`src/rtl/wdog2_pkg.sv`:
```
package wdog2_pkg;

  typedef enum logic [1:0] {
    INT_IRQ   = 2'd0,
    INT_NONE1 = 2'd1,
    INT_SMI   = 2'd2,
    INT_NONE  = 2'd3
  } wd_int_e;

  typedef enum logic {
    STG_ONE = 1'b0,
    STG_TWO = 1'b1
  } wd_stage_e;

endpackage

```
`src/rtl/wdog2_ctrl.sv`:
```
module wdog2_ctrl
  import wdog2_pkg::*;
#(
  parameter int PRELOAD_W = 20,
  parameter logic [PRELOAD_W-1:0] PRELOAD_RST = '1
) (
  input  logic                 clk,
  input  logic                 rst,
  input  logic                 cfg_wr,
  input  logic                 cfg_enable,
  input  logic                 cfg_lock,
  input  logic                 cfg_freerun,
  input  logic                 mode_wr,
  input  logic                 mode_noreboot,
  input  logic                 mode_fast,
  input  logic [1:0]           mode_int,
  input  logic                 pre1_wr,
  input  logic                 pre2_wr,
  input  logic [PRELOAD_W-1:0] pre_data,
  output logic                 en_q,
  output logic                 free_q,
  output logic                 reboot_en_q,
  output logic                 fast_q,
  output wd_int_e              int_q,
  output logic [PRELOAD_W-1:0] pre1_q,
  output logic [PRELOAD_W-1:0] pre2_q,
  output logic                 start_req,
  output logic                 stop_req
);

  logic lock_q;
  logic wr_ok;

  assign wr_ok     = cfg_wr & ~lock_q;
  assign start_req = wr_ok & cfg_enable & ~en_q;
  assign stop_req  = wr_ok & ~cfg_enable;

  always_ff @(posedge clk) begin
    if (rst) begin
      lock_q <= 1'b0;
      en_q   <= 1'b0;
      free_q <= 1'b0;
    end else if (wr_ok) begin
      lock_q <= cfg_lock;
      en_q   <= cfg_enable;
      free_q <= cfg_freerun;
    end
  end

  always_ff @(posedge clk) begin
    if (rst) begin
      reboot_en_q <= 1'b1;
      fast_q      <= 1'b0;
      int_q       <= INT_IRQ;
    end else if (mode_wr) begin
      reboot_en_q <= ~mode_noreboot;
      fast_q      <= mode_fast;
      int_q       <= wd_int_e'(mode_int);
    end
  end

  always_ff @(posedge clk) begin
    if (rst) begin
      pre1_q <= PRELOAD_RST;
      pre2_q <= PRELOAD_RST;
    end else begin
      if (pre1_wr) pre1_q <= pre_data;
      if (pre2_wr) pre2_q <= pre_data;
    end
  end


  lock_hold_chk: assert property (@(posedge clk) disable iff (rst)
    lock_q |=> lock_q);


  lock_freeze_chk: assert property (@(posedge clk) disable iff (rst)
    lock_q |=> ($stable(en_q) && $stable(free_q)));

endmodule

```
`src/rtl/wdog2_timebase.sv`:
```
module wdog2_timebase #(
  parameter int PRELOAD_W  = 20,
  parameter int SLOW_SHIFT = 15,
  parameter int FAST_SHIFT = 5
) (
  input  logic                 clk,
  input  logic                 rst,
  input  logic                 load,
  input  logic                 run,
  input  logic                 fast,
  input  logic [PRELOAD_W-1:0] pre,
  output logic                 zero_o
);

  localparam int SH_MAX = (SLOW_SHIFT > FAST_SHIFT) ? SLOW_SHIFT : FAST_SHIFT;
  localparam int CW     = PRELOAD_W + SH_MAX;

  logic [CW-1:0] ext;
  logic [CW-1:0] span;
  logic [CW-1:0] load_val;
  logic [CW-1:0] cnt_q;

  always_comb begin
    ext      = CW'(pre);
    span     = fast ? (ext << FAST_SHIFT) : (ext << SLOW_SHIFT);
    load_val = (span == '0) ? '0 : span - 1'b1;
  end

  always_ff @(posedge clk) begin
    if (rst)                     cnt_q <= '0;
    else if (load)               cnt_q <= load_val;
    else if (run && cnt_q != '0) cnt_q <= cnt_q - 1'b1;
  end

  assign zero_o = (cnt_q == '0);


  cnt_step_chk: assert property (@(posedge clk) disable iff (rst)
    (run && !load && cnt_q != '0) |=> (cnt_q == $past(cnt_q) - 1'b1));

endmodule

```
`src/rtl/wdog2_seq.sv`:
```
module wdog2_seq
  import wdog2_pkg::*;
(
  input  logic      clk,
  input  logic      rst,
  input  logic      en_i,
  input  logic      start_i,
  input  logic      stop_i,
  input  logic      kick_i,
  input  logic      zero_i,
  input  logic      free_i,
  input  logic      reboot_en_i,
  input  wd_int_e   int_i,
  input  logic      flag_clr_i,
  output logic      load_o,
  output logic      sel_two_o,
  output logic      run_o,
  output wd_stage_e stage_o,
  output logic      irq_o,
  output logic      smi_o,
  output logic      rstp_o,
  output logic      flag_o
);

  wd_stage_e stage_q, stage_d;
  logic run_q, run_d;
  logic irq_q, irq_d, smi_q, smi_d, rstp_q, rstp_d;
  logic flag_q;
  logic kick_ok, expire;

  assign kick_ok = kick_i & en_i & ~stop_i;
  assign expire  = run_q & zero_i & ~kick_ok & ~stop_i & ~start_i;

  always_comb begin
    stage_d   = stage_q;
    run_d     = run_q;
    load_o    = 1'b0;
    sel_two_o = 1'b0;
    irq_d     = 1'b0;
    smi_d     = 1'b0;
    rstp_d    = 1'b0;
    if (start_i || kick_ok) begin
      load_o  = 1'b1;
      run_d   = 1'b1;
      stage_d = STG_ONE;
    end else if (stop_i) begin
      run_d   = 1'b0;
      stage_d = STG_ONE;
    end else if (expire) begin
      if (stage_q == STG_ONE) begin
        load_o    = 1'b1;
        sel_two_o = 1'b1;
        stage_d   = STG_TWO;
        irq_d     = (int_i == INT_IRQ);
        smi_d     = (int_i == INT_SMI);
      end else begin
        rstp_d = reboot_en_i;
        if (free_i) begin
          load_o  = 1'b1;
          stage_d = STG_ONE;
        end else begin
          run_d = 1'b0;
        end
      end
    end
  end

  always_ff @(posedge clk) begin
    if (rst) begin
      stage_q <= STG_ONE;
      run_q   <= 1'b0;
      irq_q   <= 1'b0;
      smi_q   <= 1'b0;
      rstp_q  <= 1'b0;
    end else begin
      stage_q <= stage_d;
      run_q   <= run_d;
      irq_q   <= irq_d;
      smi_q   <= smi_d;
      rstp_q  <= rstp_d;
    end
  end

  // sticky flag survives rst on purpose; set has priority over clear
  always_ff @(posedge clk) begin
    if (rstp_d)          flag_q <= 1'b1;
    else if (flag_clr_i) flag_q <= 1'b0;
  end

  assign run_o   = run_q;
  assign stage_o = stage_q;
  assign irq_o   = irq_q;
  assign smi_o   = smi_q;
  assign rstp_o  = rstp_q;
  assign flag_o  = flag_q;


  irq_single_chk: assert property (@(posedge clk) disable iff (rst)
    irq_q |=> !irq_q);


  stage_adv_chk: assert property (@(posedge clk) disable iff (rst)
    (stage_q == STG_TWO && $past(stage_q) == STG_ONE) |-> $past(zero_i && run_q));


  reboot_flag_chk: assert property (@(posedge clk) disable iff (rst)
    rstp_q |-> flag_q);


  idle_quiet_chk: assert property (@(posedge clk) disable iff (rst)
    !en_i |=> !(irq_q || smi_q || rstp_q));


  kick_wins_chk: assert property (@(posedge clk) disable iff (rst)
    (kick_i && en_i && !stop_i && !start_i) |=>
      (!irq_q && !smi_q && !rstp_q && stage_q == STG_ONE));

endmodule

```
`src/rtl/wdog2_core.sv`:
```
module wdog2_core
  import wdog2_pkg::*;
#(
  parameter int PRELOAD_W  = 20,
  parameter int SLOW_SHIFT = 15,
  parameter int FAST_SHIFT = 5,
  parameter logic [PRELOAD_W-1:0] PRELOAD_RST = '1
) (
  input  logic                 clk,
  input  logic                 rst,
  input  logic                 cfg_wr,
  input  logic                 cfg_enable,
  input  logic                 cfg_lock,
  input  logic                 cfg_freerun,
  input  logic                 mode_wr,
  input  logic                 mode_noreboot,
  input  logic                 mode_fast,
  input  logic [1:0]           mode_int,
  input  logic                 pre1_wr,
  input  logic                 pre2_wr,
  input  logic [PRELOAD_W-1:0] pre_data,
  input  logic                 kick,
  input  logic                 flag_clr,
  output logic                 irq_pulse,
  output logic                 smi_pulse,
  output logic                 reset_pulse,
  output logic                 prev_reset,
  output logic                 stage
);

  logic en_q, free_q, reboot_en_q, fast_q;
  wd_int_e int_q;
  logic [PRELOAD_W-1:0] pre1_q, pre2_q, pre_sel;
  logic start_req, stop_req;
  logic load, sel_two, run, zero;
  wd_stage_e stage_s;

  wdog2_ctrl #(.PRELOAD_W(PRELOAD_W), .PRELOAD_RST(PRELOAD_RST)) ctrl_i (
    .clk(clk), .rst(rst),
    .cfg_wr(cfg_wr), .cfg_enable(cfg_enable), .cfg_lock(cfg_lock),
    .cfg_freerun(cfg_freerun),
    .mode_wr(mode_wr), .mode_noreboot(mode_noreboot), .mode_fast(mode_fast),
    .mode_int(mode_int),
    .pre1_wr(pre1_wr), .pre2_wr(pre2_wr), .pre_data(pre_data),
    .en_q(en_q), .free_q(free_q), .reboot_en_q(reboot_en_q), .fast_q(fast_q),
    .int_q(int_q), .pre1_q(pre1_q), .pre2_q(pre2_q),
    .start_req(start_req), .stop_req(stop_req)
  );

  assign pre_sel = sel_two ? pre2_q : pre1_q;

  wdog2_timebase #(.PRELOAD_W(PRELOAD_W), .SLOW_SHIFT(SLOW_SHIFT),
                   .FAST_SHIFT(FAST_SHIFT)) tb_i (
    .clk(clk), .rst(rst), .load(load), .run(run), .fast(fast_q),
    .pre(pre_sel), .zero_o(zero)
  );

  wdog2_seq seq_i (
    .clk(clk), .rst(rst), .en_i(en_q), .start_i(start_req), .stop_i(stop_req),
    .kick_i(kick), .zero_i(zero), .free_i(free_q), .reboot_en_i(reboot_en_q),
    .int_i(int_q), .flag_clr_i(flag_clr),
    .load_o(load), .sel_two_o(sel_two), .run_o(run), .stage_o(stage_s),
    .irq_o(irq_pulse), .smi_o(smi_pulse), .rstp_o(reset_pulse),
    .flag_o(prev_reset)
  );

  assign stage = stage_s;

endmodule

```
`config.mk`:
```
export PLATFORM = sky130hd
export DESIGN_NAME = wdog2_core
export DESIGN_NICKNAME = d
export VERILOG_FILES = /design/src/rtl/wdog2_pkg.sv /design/src/rtl/wdog2_ctrl.sv /design/src/rtl/wdog2_timebase.sv /design/src/rtl/wdog2_seq.sv /design/src/rtl/wdog2_core.sv
export SDC_FILE = /design/constraint.sdc
export NUM_CORES = 1
export LEC_CHECK = 0
export BUFFER_PORTS_ARGS = -buffer_cell sky130_fd_sc_hd__buf_2
export CORE_MARGIN = 4
export CORE_UTILIZATION = 65
export DETAILED_ROUTE_END_ITERATION = 8
export HOLD_SLACK_MARGIN = 0.12
export PLACE_DENSITY_LB_ADDON = 0.05
export SETUP_SLACK_MARGIN = 0.3
export SYNTH_ARGS = -nofsm -noshare
export SYNTH_HDL_FRONTEND = slang
export SYNTH_SLANG_ARGS = --single-unit
```
`constraint.sdc`:
```
create_clock -name clk -period 9.4 [get_ports clk]
set_input_delay 1.41 -clock clk [delete_from_list [all_inputs] [get_ports clk]]
set_output_delay 1.41 -clock clk [all_outputs]
set_load 0.02 [all_outputs]
```
[Word-level counts from Yosys, hierarchy flattened]
Index checks and enable logic that the tools add are counted.
Word-level totals
  register bits after elaboration: 88
  input port bits: 35
Operators by class
  add/subtract/negate cells: 2
  equality and inequality tests: 2
  multiplexer cells: 25
  bitwise logic cells: 18
  reduce and logical (&&, ||, !) cells: 12
Operator list (count)
  two-way mux 35 bit: 4
  logical NOT 35 bit: 2
  subtractor 35 x 1 -> 35 bit (second input constant): 2
  nonzero test 35 bit: 1
  two-way mux 1 bit: 20
  two-way mux 20 bit: 1
  AND 1 bit: 10
  inverter 1 bit: 8
  nonzero test 3 bit: 2
  OR reduction 5 bit: 1
  inequality test 3 x 1 -> 1 bit (second input constant): 1
  AND reduction 3 bit: 1
  OR reduction 3 bit: 1
  equality test 2 bit (second input constant): 1
  logical NOT 2 bit: 1
  nonzero test 2 bit: 1
  logical AND 1 bit: 1
  logical OR 1 bit: 1

[Depth between registers and ports, before layout]
Gate-level depths: netlist (run 1).
  depth in word-level cells: 17
  depth in mapped cells: 19
  depth with buffers taken out: 15

[Hierarchy]
A second synthesis (run 1) with hierarchy kept.
Second synthesis, totals
  cell total of the unflattened synthesis: 606
  area total of the unflattened synthesis: 5373.9 um^2
By module, submodules not included
  wdog2_timebase: times used 1, cells each 396, area each 2984.1 um^2, sequential area each 700.7 um^2
  wdog2_ctrl: times used 1, cells each 161, area each 1809.2 um^2, sequential area each 940.9 um^2
  wdog2_core: times used 1, cells each 22, area each 322.8 um^2, sequential area each 0.0 um^2
  wdog2_seq: times used 1, cells each 27, area each 257.7 um^2, sequential area each 120.1 um^2

[Worst setup path before layout (run 1)]
No wires, ideal clock.
  path type: input to register
  from: in kick
  to: reg tb_i.cnt_q[21]
  arrival: 5173 ps
  path slack: 4097 ps
  cell stages on the path: 16
  path through: a21boi_0 > o211ai_1 > nor4_2 > buf_2 > buf_2 > buf_2 > mux2i_1 > nand2b_1 > ha_1 > a21boi_0 > nand2_1 > mux2_4 > or4_4 > a211oi_2 > xnor2_1 > o22ai_2
Between the ends
  longest elaborated chain between the ends: 14
  elaborated cells on any way between the ends: 20
Ends and longest elaborated chain
  start: declaration: RTL line wdog2_core.sv:22  | input logic kick,
  AND 1 bit * (2 in a row): RTL line wdog2_seq.sv:31  | assign kick_ok = kick_i & en_i & ~stop_i;
  inverter 1 bit: RTL line wdog2_seq.sv:32  | assign expire = run_q & zero_i & ~kick_ok & ~stop_i & ~start_i;
  AND 1 bit (3 in a row): RTL line wdog2_seq.sv:32
  two-way mux 1 bit: RTL line wdog2_seq.sv:49  | end else if (expire) begin
  two-way mux 1 bit: RTL line wdog2_seq.sv:46  | end else if (stop_i) begin
  two-way mux 1 bit: RTL line wdog2_seq.sv:42  | if (start_i || kick_ok) begin
  two-way mux 20 bit: RTL line wdog2_core.sv:50  | assign pre_sel = sel_two ? pre2_q : pre1_q;
  two-way mux 35 bit: RTL line wdog2_timebase.sv:25  | span = fast ? (ext << FAST_SHIFT) : (ext << SLOW_SHIFT);
  subtractor 35 x 1 -> 35 bit / logical NOT 35 bit (equally long branches): RTL line wdog2_timebase.sv:26  | load_val = (span == '0) ? '0 : span - 1'b1;
  two-way mux 35 bit: RTL line wdog2_timebase.sv:26
  two-way mux 35 bit: RTL line wdog2_timebase.sv:31  | else if (load) cnt_q <= load_val;
  end signal: assignment: RTL line wdog2_timebase.sv:31
  end signal: assignment: RTL line wdog2_timebase.sv:32  | else if (run && cnt_q != '0) cnt_q <= cnt_q - 1'b1;
  end: declaration: RTL line wdog2_timebase.sv:21  | logic [CW-1:0] cnt_q;
Every way passes the cells marked *; elsewhere a longest branch is shown, timed or not.
A chain may end at the register's enable or synchronous reset.

[Worst setup path after layout (run 1)]
  from: in kick
  to: reg tb_i.cnt_q[18]
The elaborated chain is that of the path after synthesis.

==> impl_metrics.py, run 1 <==
metrics = {
    "layout": {
        "finalNonFillerCells": 820,
        "fillers": 701,
        "n_antenna_cell": 0,
        "drive_gt1_share_pct": 12.9,
        "nets": 748,
        "fin_util_pct": 72.8,
        "area_growth_pct": 6.97,
    },
    "floorplanning": {
        "die-area_um2": 10300,
        "start_util_pct": 68.1,
        "die_h_um": 102,
        "design.core.area_um2": 8380,
        "die_x_um": 102,
        "std_cell_rows": 33,
        "pin_count": 40,
    },
    "yosys": {
        "synth-edff-count": 0,
        "synth.most_common_cell": "dfxtp_1",
        "synth-async-reset-ratio_pct": 0,
        "synth_common_cells": "dfxtp_1, nor2_1, nand2_1",
        "synth.top_cell.area_share_pct": 30.9,
        "netlist_area_um2": 5710,
        "synthDistinctLibCells": 72,
        "synth_top_area_cell": "dfxtp_1",
        "synth_nets": 734,
        "syn_avg_cell_area_um2": 8.20,
        "synth_ff_type": "dfxtp_1",
        "synth_seq_area_share_pct": 30.9,
        "yosys-top-cells-area": "dfxtp_1, mux2i_1, a211o_1",
        "yosys_warnings": 0,
        "ys_seq_elements": 88,
        "syn_inst": 696,
    },
    "flow_run": {
        "maxCapViolCount": 0,
    },
    "setup_path": {
        "end_kind": "flop",
        "startpoint_type": "input pin",
        "crit_path_max_fanout": 40,
        "rrSetupSlack_ns": 4.51,
        "cp.required_ns": 9.62,
        "critical_path_class": "input pin to flop",
        "cp.arrival_ns": 5.58,
    },
    "clock_network": {
        "root_buffer": "clkbuf_8",
        "hold_buffers": 0,
        "clk_pin_slew_ns": 0.09,
        "ctsResizeCount": 0,
        "cts_tree": "yes",
        "cts_setup_buffers": 0,
        "cts-htree-levels": 3,
        "clock-sinks": 88,
        "clockBufferDepth": 2,
        "clk_latency_ns": 0.37,
        "cts_buffers": 9,
    },
    "sta": {
        "setup_ws_ns": 4.05,
        "min_period_ns": 5.35,
        "setup_tns_ns": 0,
        "rsz0062_at_grt": "false",
        "post-route-period-util_pct": 56.9,
        "tightest_slew_ns": 1.05,
        "relSlewSlack_pct": 30.3,
        "finClkSkew_ns": 0.0119,
        "hold_viol_final": 0,
        "setup_violations": 0,
        "timing.fmax_ghz": 0.187,
        "drv_slew": 0,
    },
    "detailed_routing": {
        "drc": 0,
        "wl_um": 15900,
        "top_layer": "met4",
        "met2WireLength_um": 7280,
        "ant_nets": 0,
        "dr_wl_met3_um": 1170,
        "dr.pass1.iters": 6,
        "drt-initial-drc-count": 573,
        "vias": 5436,
        "vias_per_cell": 6.63,
        "drt-wirelength-per-cell_um": 19.3,
        "m1WireLength_um": 6850,
    },
    "placed_design": {
        "dp.cells": 804,
        "gp_congestion": 0.995,
        "place_ws_ns": 3.77,
        "place.detailed.hpwl_um": 11600,
        "io_buffers": 39,
    },
    "pwr": {
        "leakagePower_nw": 2.27,
        "vdd_drop_max_mv": 0.0886,
        "power_density_nw_per_um2": 151,
    },
    "global_routing": {
        "grt.overflow.total": 0,
        "grt_pass1_vias": 5229,
        "grt_use_total_pct": 31.5,
        "grt_start_max_net_pins": 78,
        "grt_antenna_before_repair": 0,
        "grt_pass1_wl_um": 26100,
    },
    "hold_path": {
        "hold_class": "flop to flop",
    },
    "status": {
        "outcome": "finished, final reports clean",
    },
}
## through the flow
stage	total power [mW]	cell area [um^2]	hold WS [ns]
floorplan	0.609	5710	0.415
global placement	0.668	5930	0.423
detailed placement	0.676	5930	0.448
CTS	0.916	6100	0.454
global route	0.969	6100	0.470
finish	0.920	6100	0.452
## final timing paths
path                         from             end  cells past startpoint
setup / recovery             kick  tb_i.cnt_q[18]                     16
hold reg to reg   ctrl_i.int_q[1]     seq_i.irq_o                      1
hold / removal    ctrl_i.int_q[1]     seq_i.irq_o                      1
setup reg to reg    tb_i.cnt_q[2]  tb_i.cnt_q[18]                     15
## power breakdown
| group | switching (mW) | internal [mW] |
|---|---|---|
| Clock | 0.148 | 0.0978 |
| Sequential | 0.0438 | 0.404 |
| Combinational | 0.133 | 0.0938 |
## cell type report
cell class / count / area (um^2) / area share [%]
multi-input combinational: 557 / 3750 / 61.5
tap: 105 / 131 / 2.15
clock inverter: 7 / 53.8 / 0.881
inverter: 8 / 30.0 / 0.492
clock buffer: 9 / 124 / 2.03
sequential: 88 / 1760 / 28.9
timing repair buffer: 46 / 248 / 4.06
## critical path, stage by stage
cell and delay, ns:
buf_2 0.11, a21boi_0 0.44, o211ai_1 0.24, nor4_4 0.17, buf_4 0.45, mux2i_1 0.32, nand2b_1 0.18, ha_1 0.25
a21boi_0 0.39, nand4_1 0.20, mux2_2 0.30, a211oi_1 0.40, nor2_1 0.17, buf_4 0.28, a22oi_1 0.18, nor2_1 0.07
## layer usage
layer | global-route usage [%] | up-vias
met5 | 0 | -
met4 | 12.0 | 0
met3 | 5.37 | 48
met2 | 50.6 | 242
met1 | 42.4 | 2559
li1 | - | 2587
## flip-flops by register name, summed over array words and instances (netlist names), 2 cells and up
signal,cells
ctrl_i.pre1_q,20
ctrl_i.pre2_q,20
tb_i.cnt_q,35
ctrl_i.int_q,2
## cells in the final DEF (no fill, tap or decap), types with 23 or more instances in the layout
master and count:
a211o_1 42, a21oi_1 32, buf_2 39, dfxtp_1 87
mux2i_1 37, nand2_1 55, nor2_1 71, nor2b_1 43
nor3_1 29, o21ai_0 23, xnor2_1 25
## cells by family (layout without fill, tap and decap cells)
family          after synthesis  after routing  synth area share (%)
buf+inv                      51             70                  3.49
flops                        88             88                  30.9
mux                          48             48                  8.92
compound gates              173            173                  22.0
xor+xnor                     44             44                  6.75
fa+ha+maj                     3              3                 0.658
simple gates                289            289                  27.3
Power figures use the tool's default switching activity.
==> run 2, diff against run 1 <==
Settings changed: CORE_UTILIZATION 65 to 55.
Clock period 9.4 ns to 4.9 ns, I/O delays scaled along.
==> run 2 against run 1 <==
Via count decreased by 1.8%. Cell count is 3.8% higher. Clock power is 91% higher. Sequential share of layout area is 0.40 points lower.
==> impl_metrics.py, run 2 (synthesis gave the netlist of run 1 again) <==
metrics = {
    "layout": {
        "final_common_cell": "dfxtp_1",
        "area_growth_pct": 8.46,
        "fin_util_pct": 62.2,
        "largest-register": "tb_i.cnt_q",
        "final_cell_mix": "dfxtp_1, nor2_1, nand2_1, nor2b_1, a211o_1",
        "top_regs": "tb_i.cnt_q: 35 flops, ctrl_i.pre1_q: 20 flops, ctrl_i.pre2_q: 20 flops",
        "n_antenna_cell": 0,
        "nets": 751,
        "largest_register_ffs": 35,
        "drive_gt1_share_pct": 13.6,
    },
    "floorplanning": {
        "pin_count": 40,
        "die-area_um2": 12100,
        "std_cell_rows": 36,
        "start_util_pct": 57.3,
        "die_x_um": 110,
        "die_h_um": 110,
        "design.core.area_um2": 9950,
    },
    "clock_network": {
        "root_buffer": "clkbuf_8",
        "cts_buffers": 9,
        "cts_tree": "yes",
        "clk_latency_ns": 0.38,
        "clock-sinks": 88,
        "clk_pin_slew_ns": 0.10,
        "cts-htree-levels": 3,
        "clockBufferDepth": 2,
    },
    "setup_path": {
        "slowest_stage": "or4_4",
        "crit_top_cell": "ha_1",
        "critical_path_class": "flop to flop",
        "cp.required_ns": 5.15,
        "path_cells": "inv_1 -> ha_1 -> nor3b_1 -> nand4_2 -> nor4_4 -> mux2i_1 -> nand2b_1 -> ha_1 -> a21boi_1 -> nand2_1 -> mux2_4 -> or4_4 -> a211oi_2 -> xnor2_1 -> o22ai_2",
        "startpoint": "tb_i.cnt_q[0]",
        "startpoint_type": "flop",
        "end_kind": "flop",
        "rrSetupSlack_ns": 0.66,
        "crit_path_max_fanout": 6,
        "r2r-start": "tb_i.cnt_q[0]",
        "cp_slowest_stage_delay_ns": 0.55,
        "cp.arrival_ns": 4.49,
    },
    "sta": {
        "min_period_ns": 4.24,
        "drv_slew": 0,
        "finClkSkew_ns": 0.0135,
        "rsz0062_at_grt": "false",
        "post-route-period-util_pct": 86.6,
        "setup_violations": 0,
        "hold_viol_final": 0,
        "setup_ws_ns": 0.657,
        "relSlewSlack_pct": 38.8,
        "setup_tns_ns": 0,
        "timing.fmax_ghz": 0.236,
        "tightest_slew_ns": 0.913,
    },
    "detailed_routing": {
        "drc": 0,
        "vias_per_cell": 6.27,
        "dr.pass1.iters": 6,
        "wl_um": 15900,
        "drt-initial-drc-count": 463,
        "drt-wirelength-per-cell_um": 18.6,
        "ant_nets": 0,
        "vias": 5338,
    },
    "pwr": {
        "vdd_drop_max_mv": 0.179,
        "power_density_nw_per_um2": 286,
        "leakagePower_nw": 2.30,
    },
    "global_routing": {
        "grt_start_max_net_pins": 41,
        "grt_use_total_pct": 27.1,
        "grt_antenna_before_repair": 0,
        "grt_pass1_vias": 5004,
        "grt.overflow.total": 0,
        "grt_pass1_wl_um": 25700,
    },
    "placed_design": {
        "gp_congestion": 0.906,
        "place.detailed.hpwl_um": 11600,
        "io_buffers": 39,
        "place_ws_ns": 0.405,
    },
    "hold_path": {
        "hold_class": "flop to flop",
        "min_from": "ctrl_i.reboot_en_q",
    },
    "flow_run": {
        "maxCapViolCount": 0,
    },
    "status": {
        "outcome": "finished, final reports clean",
    },
}
run 2: changes by cell type in the layout (fill, tap and decap cells not counted), sizes merged:
cell      change
clkinv        +2
buf           +3
clkinvlp      -2
run 2: worst paths after layout:
| check | endpoint | cells after the start |
|---|---|---|
| max | tb_i.cnt_q[21] | 15 |
| min | seq_i.rstp_o | 2 |
| max reg2reg | tb_i.cnt_q[21] | 15 |
| min reg2reg | seq_i.rstp_o | 2 |
run 2: critical path, delay by kind of cell, from the launching register on:
kind | cells | cell delay (ns)
mux | 2 | 0.59
xor+xnor | 1 | 0.17
fa+ha+maj | 2 | 0.42
buf+inv | 1 | 0.11
compound gates | 3 | 0.63
simple gates | 6 | 1.84
flops | 1 | 0.35
run 2: final cells by class:
type / count / area, um^2
clock inverters: 7 / 56.3
clock buffers: 9 / 124
repair buffers: 49 / 270
inverters: 8 / 30.0
well taps: 133 / 166
fillers: 908 / 3760
flip-flops and latches: 88 / 1760
multi-input cells: 557 / 3780
run 2: metrics by stage:
| stage | total power [mW] | cells | area (um^2) | hold WS [ns] |
|---|---|---|---|---|
| floorplan | 1.17 | 696 | 5710 | 0.415 |
| global placement | 1.29 | 835 | 5990 | 0.425 |
| detailed placement | 1.30 | 835 | 5990 | 0.445 |
| CTS | 1.77 | 851 | 6170 | 0.459 |
| global route | 1.87 | 851 | 6190 | 0.491 |
| finish | 1.77 | 851 | 6190 | 0.460 |
run 2: per-layer routing:
layer	part of all wire, %	wire length [um]	up-vias	global-route usage (%)
li1	-	-	2593	-
met5	0	0	-	0
met1	46	7340	2536	37.2
met3	5.2	822	25	4.58
met4	2.2	347	0	8.55
met2	46	7360	184	43.2
run 2: power by group:
| part | internal [mW] | leakage (nW) | total, mW | switching (mW) |
|---|---|---|---|---|
| logic | 0.187 | 1.48 | 0.438 | 0.251 |
| clock network | 0.189 | 0.0902 | 0.471 | 0.282 |
| registers | 0.775 | 0.729 | 0.863 | 0.0879 |
| total | 1.15 | 2.30 | 1.77 | 0.621 |
run 2: repair_timing:
| action | CTS | global route |
|---|---|---|
| hold buffers | 0 | 0 |
| setup buffers | 0 | 0 |
| setup endpoints to repair | 0 | 13 |
| resized for setup | 0 | 3 |
